--- src/rtl/adc_seq_pkg.sv ---
package adc_seq_pkg;
    typedef enum logic [1:0] {
        PH_IDLE    = 2'd0,
        PH_INIT    = 2'd1,
        PH_FINAL   = 2'd2,
        PH_RESOLVE = 2'd3
    } phase_e;
endpackage

--- src/rtl/adc_samp_len.sv ---
module adc_samp_len #(
    parameter int CODE_W = 2,
    parameter int CNT_W  = 4
) (
    input  logic [CODE_W-1:0] code,
    output logic [CNT_W-1:0]  last_cnt
);
    localparam int LEN_W = CNT_W + 1;

    logic [LEN_W-1:0] len;

    // final sample length is 2 << code; counter stops at length - 1
    always_comb begin
        len      = LEN_W'(2) << code;
        last_cnt = CNT_W'(len - LEN_W'(1));
    end
endmodule

--- src/rtl/adc_chan_dec.sv ---
module adc_chan_dec #(
    parameter int NUM_CH = 8,
    parameter int CH_W   = 3
) (
    input  logic              en,
    input  logic [CH_W-1:0]   chan,
    output logic [NUM_CH-1:0] sel
);
    for (genvar i = 0; i < NUM_CH; i++) begin : g_sel
        assign sel[i] = en && (chan == CH_W'(i));
    end
endmodule

--- src/rtl/adc_sar_step.sv ---
module adc_sar_step #(
    parameter int RES_BITS = 10
) (
    input  logic [RES_BITS-1:0] trial,
    input  logic [RES_BITS-1:0] mask,
    input  logic                cmp_ge,
    output logic [RES_BITS-1:0] kept,
    output logic [RES_BITS-1:0] next_mask,
    output logic [RES_BITS-1:0] next_trial
);
    // the bit under test survives only if the input is at or above the trial
    for (genvar i = 0; i < RES_BITS; i++) begin : g_bit
        assign kept[i] = mask[i] ? cmp_ge : trial[i];
    end

    assign next_mask  = mask >> 1;
    assign next_trial = kept | next_mask;
endmodule

--- src/rtl/adc_conv_seq.sv ---
module adc_conv_seq
    import adc_seq_pkg::*;
#(
    parameter int NUM_CH   = 8,
    parameter int RES_BITS = 10,
    parameter int CODE_W   = 2,
    parameter int INIT_CYC = 2
) (
    input  logic                        clk,
    input  logic                        rst,
    input  logic                        tick,
    input  logic                        start,
    input  logic [$clog2(NUM_CH)-1:0]   cmd_chan,
    input  logic [CODE_W-1:0]           cmd_code,
    input  logic                        cmd_bypass,
    input  logic                        cmp_ge,
    output logic [NUM_CH-1:0]           ch_sel,
    output logic                        ph_init,
    output logic                        ph_final,
    output logic                        ph_resolve,
    output logic [RES_BITS-1:0]         sar_val,
    output logic                        busy,
    output logic                        done,
    output logic [RES_BITS-1:0]         result
);
    localparam int CH_W     = $clog2(NUM_CH);
    localparam int MAX_LEN  = 2 << ((1 << CODE_W) - 1);
    localparam int LEN_CW   = $clog2(MAX_LEN);
    localparam int INIT_CW  = $clog2(INIT_CYC) + 1;
    localparam int CNT_W    = (LEN_CW > INIT_CW) ? LEN_CW : INIT_CW;
    localparam logic [CNT_W-1:0]    INIT_LAST = CNT_W'(INIT_CYC - 1);
    localparam logic [RES_BITS-1:0] TOP_BIT   = RES_BITS'(1) << (RES_BITS - 1);

    typedef struct packed {
        phase_e              phase;
        logic [CH_W-1:0]     chan;
        logic [CNT_W-1:0]    last;
        logic [CNT_W-1:0]    cnt;
        logic [RES_BITS-1:0] trial;
        logic [RES_BITS-1:0] mask;
        logic                done;
        logic [RES_BITS-1:0] result;
    } seq_t;

    localparam seq_t SEQ_RST = '{
        phase:  PH_IDLE,
        chan:   '0,
        last:   '0,
        cnt:    '0,
        trial:  '0,
        mask:   '0,
        done:   1'b0,
        result: '0
    };

    seq_t st_d, st_q;

    logic [CNT_W-1:0]    cmd_last;
    logic [RES_BITS-1:0] step_kept;
    logic [RES_BITS-1:0] step_mask;
    logic [RES_BITS-1:0] step_trial;

    adc_samp_len #(
        .CODE_W (CODE_W),
        .CNT_W  (CNT_W)
    ) u_len (
        .code     (cmd_code),
        .last_cnt (cmd_last)
    );

    adc_chan_dec #(
        .NUM_CH (NUM_CH),
        .CH_W   (CH_W)
    ) u_dec (
        .en   (st_q.phase != PH_IDLE),
        .chan (st_q.chan),
        .sel  (ch_sel)
    );

    adc_sar_step #(
        .RES_BITS (RES_BITS)
    ) u_step (
        .trial      (st_q.trial),
        .mask       (st_q.mask),
        .cmp_ge     (cmp_ge),
        .kept       (step_kept),
        .next_mask  (step_mask),
        .next_trial (step_trial)
    );

    always_comb begin
        st_d      = st_q;
        st_d.done = 1'b0;
        unique case (st_q.phase)
            PH_IDLE: begin
                if (start) begin
                    st_d.chan  = cmd_chan;
                    st_d.last  = cmd_last;
                    st_d.cnt   = '0;
                    st_d.phase = cmd_bypass ? PH_FINAL : PH_INIT;
                end
            end
            PH_INIT: begin
                if (tick) begin
                    if (st_q.cnt == INIT_LAST) begin
                        st_d.cnt   = '0;
                        st_d.phase = PH_FINAL;
                    end else begin
                        st_d.cnt = st_q.cnt + CNT_W'(1);
                    end
                end
            end
            PH_FINAL: begin
                if (tick) begin
                    if (st_q.cnt == st_q.last) begin
                        st_d.cnt   = '0;
                        st_d.trial = TOP_BIT;
                        st_d.mask  = TOP_BIT;
                        st_d.phase = PH_RESOLVE;
                    end else begin
                        st_d.cnt = st_q.cnt + CNT_W'(1);
                    end
                end
            end
            PH_RESOLVE: begin
                if (tick) begin
                    if (st_q.mask[0]) begin
                        st_d.result = step_kept;
                        st_d.done   = 1'b1;
                        st_d.trial  = '0;
                        st_d.mask   = '0;
                        st_d.phase  = PH_IDLE;
                    end else begin
                        st_d.trial = step_trial;
                        st_d.mask  = step_mask;
                    end
                end
            end
            default: st_d = SEQ_RST;
        endcase
    end

    always_ff @(posedge clk) begin
        if (rst) begin
            st_q <= SEQ_RST;
        end else begin
            st_q <= st_d;
        end
    end

    assign ph_init    = (st_q.phase == PH_INIT);
    assign ph_final   = (st_q.phase == PH_FINAL);
    assign ph_resolve = (st_q.phase == PH_RESOLVE);
    assign busy       = (st_q.phase != PH_IDLE);
    assign sar_val    = st_q.trial;
    assign done       = st_q.done;
    assign result     = st_q.result;
endmodule

--- config.mk ---
export PLATFORM = sky130hd
export DESIGN_NAME = adc_conv_seq
export DESIGN_NICKNAME = d
export VERILOG_FILES = /design/src/rtl/adc_seq_pkg.sv /design/src/rtl/adc_samp_len.sv /design/src/rtl/adc_chan_dec.sv /design/src/rtl/adc_sar_step.sv /design/src/rtl/adc_conv_seq.sv
export SDC_FILE = /design/constraint.sdc
export NUM_CORES = 1
export LEC_CHECK = 0
export BUFFER_PORTS_ARGS = -buffer_cell sky130_fd_sc_hd__buf_2
export CORE_MARGIN = 4
export CORE_UTILIZATION = 55
export DETAILED_ROUTE_END_ITERATION = 10
export PLACE_DENSITY = 0.75
export SETUP_SLACK_MARGIN = 0.1
export SYNTH_ARGS = -nofsm -noshare
export SYNTH_HDL_FRONTEND = slang
export SYNTH_SLANG_ARGS = --single-unit
--- constraint.sdc ---
create_clock -name clk -period 2.35 [get_ports clk]
set_clock_uncertainty 0.1 [all_clocks]
set_input_delay 0 -clock clk [delete_from_list [all_inputs] [get_ports clk]]
set_output_delay 0 -clock clk [all_outputs]
set_load 0.02 [all_outputs]
; ---- After elaboration in Yosys (flattened, before gate mapping)
; Cells that the tools add are included.
[totals]
regBits = 44
out_inout_bits = 33
elab_cells = 81
in_bits = 11
[classes]
reduce_logical = 19
n_shift = 1
bitwise = 3
mux = 29
n_eq_ne = 19
addsub = 2
[op_table]
columns = operator, n
row1 = two-way mux 20 bit, 2
row2 = one-hot mux 20 bit (2 select lines), 1
row3 = two-way mux 31 bit, 1
row4 = two-way mux 24 bit, 1
row5 = two-way mux 2 bit, 7
row6 = two-way mux 13 bit, 1
row7 = "== test 3 bit, second input constant", 4
row8 = two-way mux 4 bit, 3
row9 = one-hot mux 4 bit (3 select lines), 1
row10 = two-way mux 11 bit, 1
row11 = two-way mux 1 bit, 10
row12 = bitwise OR 10 x 9 -> 10 bit, 1
row13 = logical AND 1 bit, 8
row14 = "!= test 2 bit, second input constant", 4
row15 = one-hot mux 2 bit (4 select lines), 1
row16 = AND reduction 4 bit, 2
row17 = AND reduction 7 bit, 1
row18 = "== test 3 x 2 -> 1 bit, second input constant", 2
row19 = "!= test 2 x 1 -> 1 bit, second input constant", 3
row20 = "adder 4 x 1 -> 4 bit, second input constant", 1
row21 = "== test 2 bit, second input constant", 2
row22 = "== test 4 x 1 -> 1 bit, second input constant", 1
row23 = == test 4 bit, 1
row24 = nonzero test 2 bit, 2
row25 = other kinds (11), 12

; ---- Logic depth before layout (Yosys ltp)
; Gate-level depths: netlist of run 1.
[depth]
depth_word = 5
mapped_depth = 8
ltp_nobuf = 6

; ---- Hierarchy
; From an unflattened synthesis of run 1, not the netlist that was laid out.
[unflattened]
cells_unflattened = 336
hier_area_um2 = 2820.2
[by_module_without_submodules]
columns = mod, cells_each, instances, area_each_um2
row1 = adc_conv_seq, 292, 1, 2439.8
row2 = adc_sar_step, 31, 1, 255.2
row3 = adc_chan_dec, 8, 1, 96.3
row4 = adc_samp_len, 5, 1, 28.8

; ---- Least setup slack after synthesis of run 1
; Ideal clock, no wire load.
[synth_timing]
path_type = register to register
from = register st_q[43] (netlist bit)
to = register st_q[43] (netlist bit)
required_time_ns = 2.162
path_buffers = 0
stages_incl_launch_ff = 7
setup_slack_ns = 0.419
setup_time_ns = 0.088
arrival_ns = 1.743
period_less_slack_ns = 1.931
path_cell_list = dfxtp_1 > inv_1 > ha_1 > o21ba_1 > a2111oi_4 > a21oi_1 > a311oi_2
[synth_between]
elab_chain_cells = 3
elab_cells_between_ends = 13
[synth_rtl]
columns = item, line_no
row1 = start: declaration, adc_conv_seq.sv:56  ; seq_t st_d, st_q;
row2 = start signal: assignment, adc_conv_seq.sv:147  ; st_q <= st_d;
row3 = == test 2 x 1 -> 1 bit *, n/a
row4 = via ph_init, adc_conv_seq.sv:18  ; output logic ph_init,
row5 = != test 2 x 1 -> 1 bit (no source line) or != test 2 bit (tied branches), n/a
row6 = AND reduction 7 bit (no source line), n/a
; Mark *: on every way through the listed nets, which the timed path passes. The rest lies on a longest branch.
; A chain may end at the register's enable or synchronous reset.

; ---- Final worst setup path of run 1
[layout_timing]
from = register st_q[43] (netlist bit)
to = register st_q[43] (netlist bit)
[layout_between]
elab_chain_cells = 3
elab_cells_between_ends = 13
[layout_rtl]
columns = item, line_no
row1 = == test 2 bit (tied with other cells), adc_conv_seq.sv:94  ; unique case (st_q.phase)
row2 = != test 2 x 1 -> 1 bit (no source line) or != test 2 bit (tied branches), n/a
row3 = AND reduction 7 bit (no source line), n/a
; Several ways; a longest one is shown, not always the timed one.

==> impl_metrics.toml, run 1 <==
[timing]
timing.final.ws_setup_ns = 0.291
post-route-min-period_ns = 2.06
rsz0062_at_grt = "false"
hold_violations = 0
period_share = 0.876
slew_violations = 0
finalSetupViolCount = 0
tightestPinTransition_ns = 0.651
hold_ws_ns = 0.0376
fmax_mhz = 486
tns_ns = 0
maxSlewHeadroom = 0.566

[setup_path]
path_max_fanout = 8
worst_ep_arrival_time_ns = 2.17
cp-start-kind = "flop"
r2r_end = "st_q[43]"
cp.required_ns = 2.46
cp_num_buf_inv = 1
r2r_cells = 6
worst_setup_path_end_kind = "flop"
slowest_stage = "dfxtp_1"
path_cells = "inv_1, ha_1, o21ba_1, a2111oi_4, a21oi_1, a311oi_2"
r2r_slack_ns = 0.29
path_class = "flop to flop"
max_stage_delay_ns = 0.47
cpLargestDelayFamily = "compound AO/OA/AOI/OAI gates"
rr_startpoint = "st_q[43]"

[floorplanning]
die_x_um = 74.1
rows = 23
initial_core_util = 0.584
die-area_mm2 = 0.00549
io_pins = 44
design.core.area_mm2 = 0.00412
die_h_um = 74.1

[global_routing]
grt_max_degree = 32
grt_pass1_wl_um = 8110
antenna_found_initial = 0
use_met3 = 0.0554
grt_usage = 0.192
grt_use_met1 = 0.267
grt_pass1_vias = 1723
grtUsageMet2 = 0.281
busiest_layer = "met2"
gr-total-overflow = 0

[final_layout]
fin_cells = 348
drive_gt1_frac = 0.211
num-nets-final = 315
final_common_cell = "dfxtp_1"
antenna_cells = 0
areaGrowthSynthToFinish_pct = 11.3
final_cell_mix = "dfxtp_1 (44), buf_2 (43), nand2_1 (41)"
fillers = 366

[synthesis]
synth_fa_ha_area_frac = 0.0365
synth_top_family_by_area = "simple AND/OR/NAND/NOR gates"
synthesis.area_mm2 = 0.00240
yosysWarnings = 0
yosysTopAreaCell = "dfxtp_1"
ys_async_sr_fraction = 0
synth.area.mux_share = 0.126
ys.flop_type = "dfxtp_1"
syn_area_per_cell_um2 = 8.93
synth-compound-area-share = 0.161
synth_xor_area_frac = 0.0146
synth_edf_count = 0
ys_seq_area_frac = 0.367
yosys.area.top_type_share = 0.367
synthTopCellsByArea = "dfxtp_1 (37%), mux2i_1 (12%), nand2_1 (6.4%)"
ys_types = 46
netlist_instances = 269
synth-seq-cells = 44
syn_nets = 287
synthSimpleGateAreaFrac = 0.181

[placement]
dpl.hpwl_um = 3460
place_ws_ns = 0.333
dp_cells = 333
portBuffers = 43
routabilityCongestion = 0.852

[routing]
num_vias = 1897
drtIter0Drc = 133
viasPerCell = 5.45
drc = 0
drt_first_pass_iters = 4
wirelength_um = 4930
wire_per_inst_um = 14.2
postRouteAntennaNets = 0

[cts]
cts_sinks = 44
htree_levels = 2
clockRootBuffer = "clkbuf_8"
cts.repair.resized = 0
clkTransAtPathRegs_ns = 0.08
insertion_delay_ns = 0.29
tritoncts = "yes"
cts_buffers = 5
clk_path_buf_depth = 2

[worst_hold_path]
whs_path_depth = 3
min_path_type = "input port to flop"
hp-start = "cmp_ge"
hold_end = "result[0]"

[pwr]
finalPower_uw = 2230
p_leak_uw = 0.00105
power_density_mw_per_mm2 = 836
peakVddDrop_mv = 0.521

[flow_run]
drv_cap = 0

[status]
outcome = "finished clean"
==> per-layer routing <==
metal | vias to the layer above | routed length, um
li1 | 965 | -
met1 | 881 | 2440
met2 | 44 | 2110
met3 | 7 | 309
met4 | 0 | 66
met5 | - | 0
==> registers in the layout, summed over array words and instances, names as in the netlist <==
| signal | cells |
|---|---|
| result | 10 |
| st_q | 23 |
| sar_val | 10 |
| done | 1 |
==> final cells by class <==
cell class              instances  area [um2]  share of cell area
inverters                      15        56.3              0.0211
repair buffers                 53         320               0.120
clock inverters                 2        35.0              0.0131
well taps                      50        62.6              0.0234
clock buffers                   6        72.6              0.0271
multi-input cells             178        1250               0.466
flip-flops and latches         44         881               0.329
==> timing repair <==
action / in CTS / in global routing
hold endpoints to repair: 7 / 0
setup buffers: 0 / 0
hold buffers: 7 / 0
==> tightest hold or removal path, delay by kind of cell <==
family | cells | cell delay (ns)
buffers and inverters | 1 | 0.21
muxes | 1 | 0.11
and+or+nand+nor | 1 | 0.07
==> metrics by stage <==
step,util,area [um2]
2_1_floorplan,-,2400
3_3_place_gp,0.607,2500
3_5_place_dp,0.607,2500
4_1_cts,0.650,2670
5_1_grt,0.650,2670
6_report,0.650,2670
==> report_power, final <==
group / internal (uW) / switching [uW] / leakage [uW]
sequential: 799 / 69.8 / 0.000356
clock: 316 / 253 / 0.0000552
combinational: 334 / 464 / 0.000640
total: 1450 / 787 / 0.00105
==> kinds of logic (layout without fill, tap and decap cells) <==
logic type      count (synthesis)  count (layout)
compound gates                 45              45
mux                            30              30
fa+ha+maj                       7               7
xor+xnor                        4               4
simple gates                   92              92
buf+inv                        47              76
flops                          44              44
==> synth_stat cells, types with 2 or more instances <==
cell      count
nand2b_1      6
ha_1          7
mux2i_1      29
xor2_1        4
and2_1        3
dfxtp_1      44
clkbuf_1      8
a211oi_1      9
buf_1         2
nand2_1      41
nand3b_1      2
nor3_1        6
a21bo_2       2
a211o_1       8
nor2_1       20
a21oi_1      10
buf_4        20
nor2b_1       3
inv_1        15
nand3_1       4
==> worst max-delay path by stage <==
stage                        start       end  slack, ns  cells after the start
after global routing      st_q[43]  st_q[32]       0.12                      6
after floorplan           st_q[43]  st_q[43]       0.42                      6
after detailed placement  st_q[43]  st_q[43]       0.33                      6
final                     st_q[43]  st_q[43]       0.29                      6
after global placement    st_q[43]  st_q[43]       0.41                      6
after CTS                 st_q[43]  st_q[43]       0.30                      6
(Power assumes the default switching activity.)
==> run 2, diff against run 1 <==
--- a/config.mk
+++ b/config.mk
@@ -5,11 +5,10 @@
 export SDC_FILE = /design/constraint.sdc
 export NUM_CORES = 1
 export LEC_CHECK = 0
-export BUFFER_PORTS_ARGS = -buffer_cell sky130_fd_sc_hd__buf_2
-export CORE_MARGIN = 4
-export CORE_UTILIZATION = 55
+export CORE_UTILIZATION = 60
 export DETAILED_ROUTE_END_ITERATION = 10
-export PLACE_DENSITY = 0.75
+export DONT_BUFFER_PORTS = 1
+export PLACE_DENSITY = 0.73
 export SETUP_SLACK_MARGIN = 0.1
 export SYNTH_ARGS = -nofsm -noshare
 export SYNTH_HDL_FRONTEND = slang
==> impl_metrics.toml, run 2 (same netlist as run 1, synthesis figures left out) <==
[placement]
portBuffers = 0
dpl.hpwl_um = 3280
place_ws_ns = 0.327
routabilityCongestion = 0.787

[setup_path]
cp_num_buf_inv = 2
path_max_fanout = 9
worst_ep_arrival_time_ns = 2.12
critical_path_depth = 6
rr_startpoint = "st_q[43]"
path_class = "flop to flop"
r2r_slack_ns = 0.25
max_stage_delay_ns = 0.57
worst_setup_path_end_kind = "flop"
path_cells = "inv_1, ha_2, and2_2, nand2_1, dlygate4sd3_1, a21oi_1"
cp.required_ns = 2.37
slowest_stage = "dlygate4sd3_1"
r2r_end = "st_q[39]"
cpLargestDelayFamily = "buffers and inverters"
r2r_cells = 6
cp-start-kind = "flop"

[global_routing]
gr-total-overflow = 0
grt_use_met1 = 0.294
use_met3 = 0.0608
grt_pass1_wl_um = 7890
busiest_layer = "met2"
antenna_found_initial = 0
grt_max_degree = 31
grt_pass1_vias = 1620
grtUsageMet2 = 0.428
grt_usage = 0.243

[floorplanning]
rows = 22
io_pins = 44
die_x_um = 65.3
initial_core_util = 0.642
die-area_mm2 = 0.00426
design.core.area_mm2 = 0.00374
die_h_um = 65.3

[pwr]
p_leak_uw = 0.000866
peakVddDrop_mv = 0.613
power_density_mw_per_mm2 = 866

[timing]
post-route-min-period_ns = 2.10
maxSlewHeadroom = 0.178
tns_ns = 0
rsz0062_at_grt = "false"
hold_violations = 1
timing.final.ws_setup_ns = 0.249
hold_ws_ns = -0.0135
finalSetupViolCount = 0
fmax_mhz = 476
slew_violations = 0
period_share = 0.894
tightestPinTransition_ns = 1.23

[cts]
tritoncts = "yes"
cts_buffers = 5
clockRootBuffer = "clkbuf_8"
htree_levels = 2
insertion_delay_ns = 0.29
clk_path_buf_depth = 2
clkTransAtPathRegs_ns = 0.08
cts_sinks = 44
post_cts_buffers = 0

[final_layout]
final_common_cell = "dfxtp_1"
multiInputGateArea_mm2 = 0.00125
regMostFlops = "st_q"
fillers = 325
layout.area.seq_um2 = 881
num-nets-final = 283
largest_reg_flops = 23
antenna_cells = 0
drive_gt1_frac = 0.0985
areaGrowthSynthToFinish_pct = 5.57
final_cell_mix = "dfxtp_1 (44), nand2_1 (41), mux2i_1 (29)"

[routing]
postRouteAntennaNets = 0
drt_first_pass_iters = 4
wirelength_um = 4980
wire_per_inst_um = 16.0
drtIter0Drc = 104
num_vias = 1809
drc = 0
viasPerCell = 5.80

[worst_hold_path]
hold_end = "result[1]"
hp-start = "cmp_ge"
min_path_type = "input port to flop"
whs_path_depth = 2

[flow_run]
drv_cap = 0

[status]
violations = "negative hold slack"
outcome = "finished, violations left"
run 2: area by class of cell:
cell class,count,share of cell area
Clock buffer,5,0.0271
Tap cell,48,0.0237
Multi-Input combinational cell,178,0.493
Inverter,15,0.0222
Sequential cell,44,0.347
Clock inverter,1,0.0118
Timing Repair Buffer,21,0.0750
run 2: through the flow:
| stage | cells | cell area (um2) | hold WS (ns) | power (uW) | utilization |
|---|---|---|---|---|---|
| 6_report | 312 | 2540 | -0.0135 | 2200 | 0.677 |
| 5_1_grt | 312 | 2540 | 0.00457 | 2310 | 0.677 |
| 4_1_cts | 312 | 2530 | 0.000448 | 2190 | 0.676 |
| 3_5_place_dp | 293 | 2300 | -0.0263 | 1610 | 0.615 |
| 3_3_place_gp | 293 | 2300 | -0.0262 | 1600 | 0.615 |
| 2_1_floorplan | 269 | 2400 | 0.0360 | 1510 | - |
run 2: per-layer routing:
metal / part of all wire / vias up / wire length [um]
li1: - / 901 / -
met3: 0.036 / 4 / 179
met2: 0.51 / 38 / 2540
met4: 0.0082 / 0 / 41
met1: 0.45 / 866 / 2220
met5: 0 / - / 0
run 2: where the power goes:
part / switching, uW / leakage, uW / internal (uW)
Sequential: 77.8 / 0.000356 / 799
Combinational: 430 / 0.000460 / 334
Clock: 250 / 0.0000501 / 305
Total: 758 / 0.000866 / 1440
run 2: worst max path at each step:
stage,to,startpoint
global route,st_q[39],st_q[43]
detailed placement,st_q[34],st_q[43]
global placement,st_q[32],st_q[43]
floorplan,st_q[43],st_q[43]
finish,st_q[39],st_q[43]
CTS,st_q[37],st_q[43]
run 2: what timing repair did:
action,CTS,global route
hold buffers,13,0
gates resized for setup,0,2
endpoints found under the setup margin,0,2
endpoints found under the hold margin,42,0
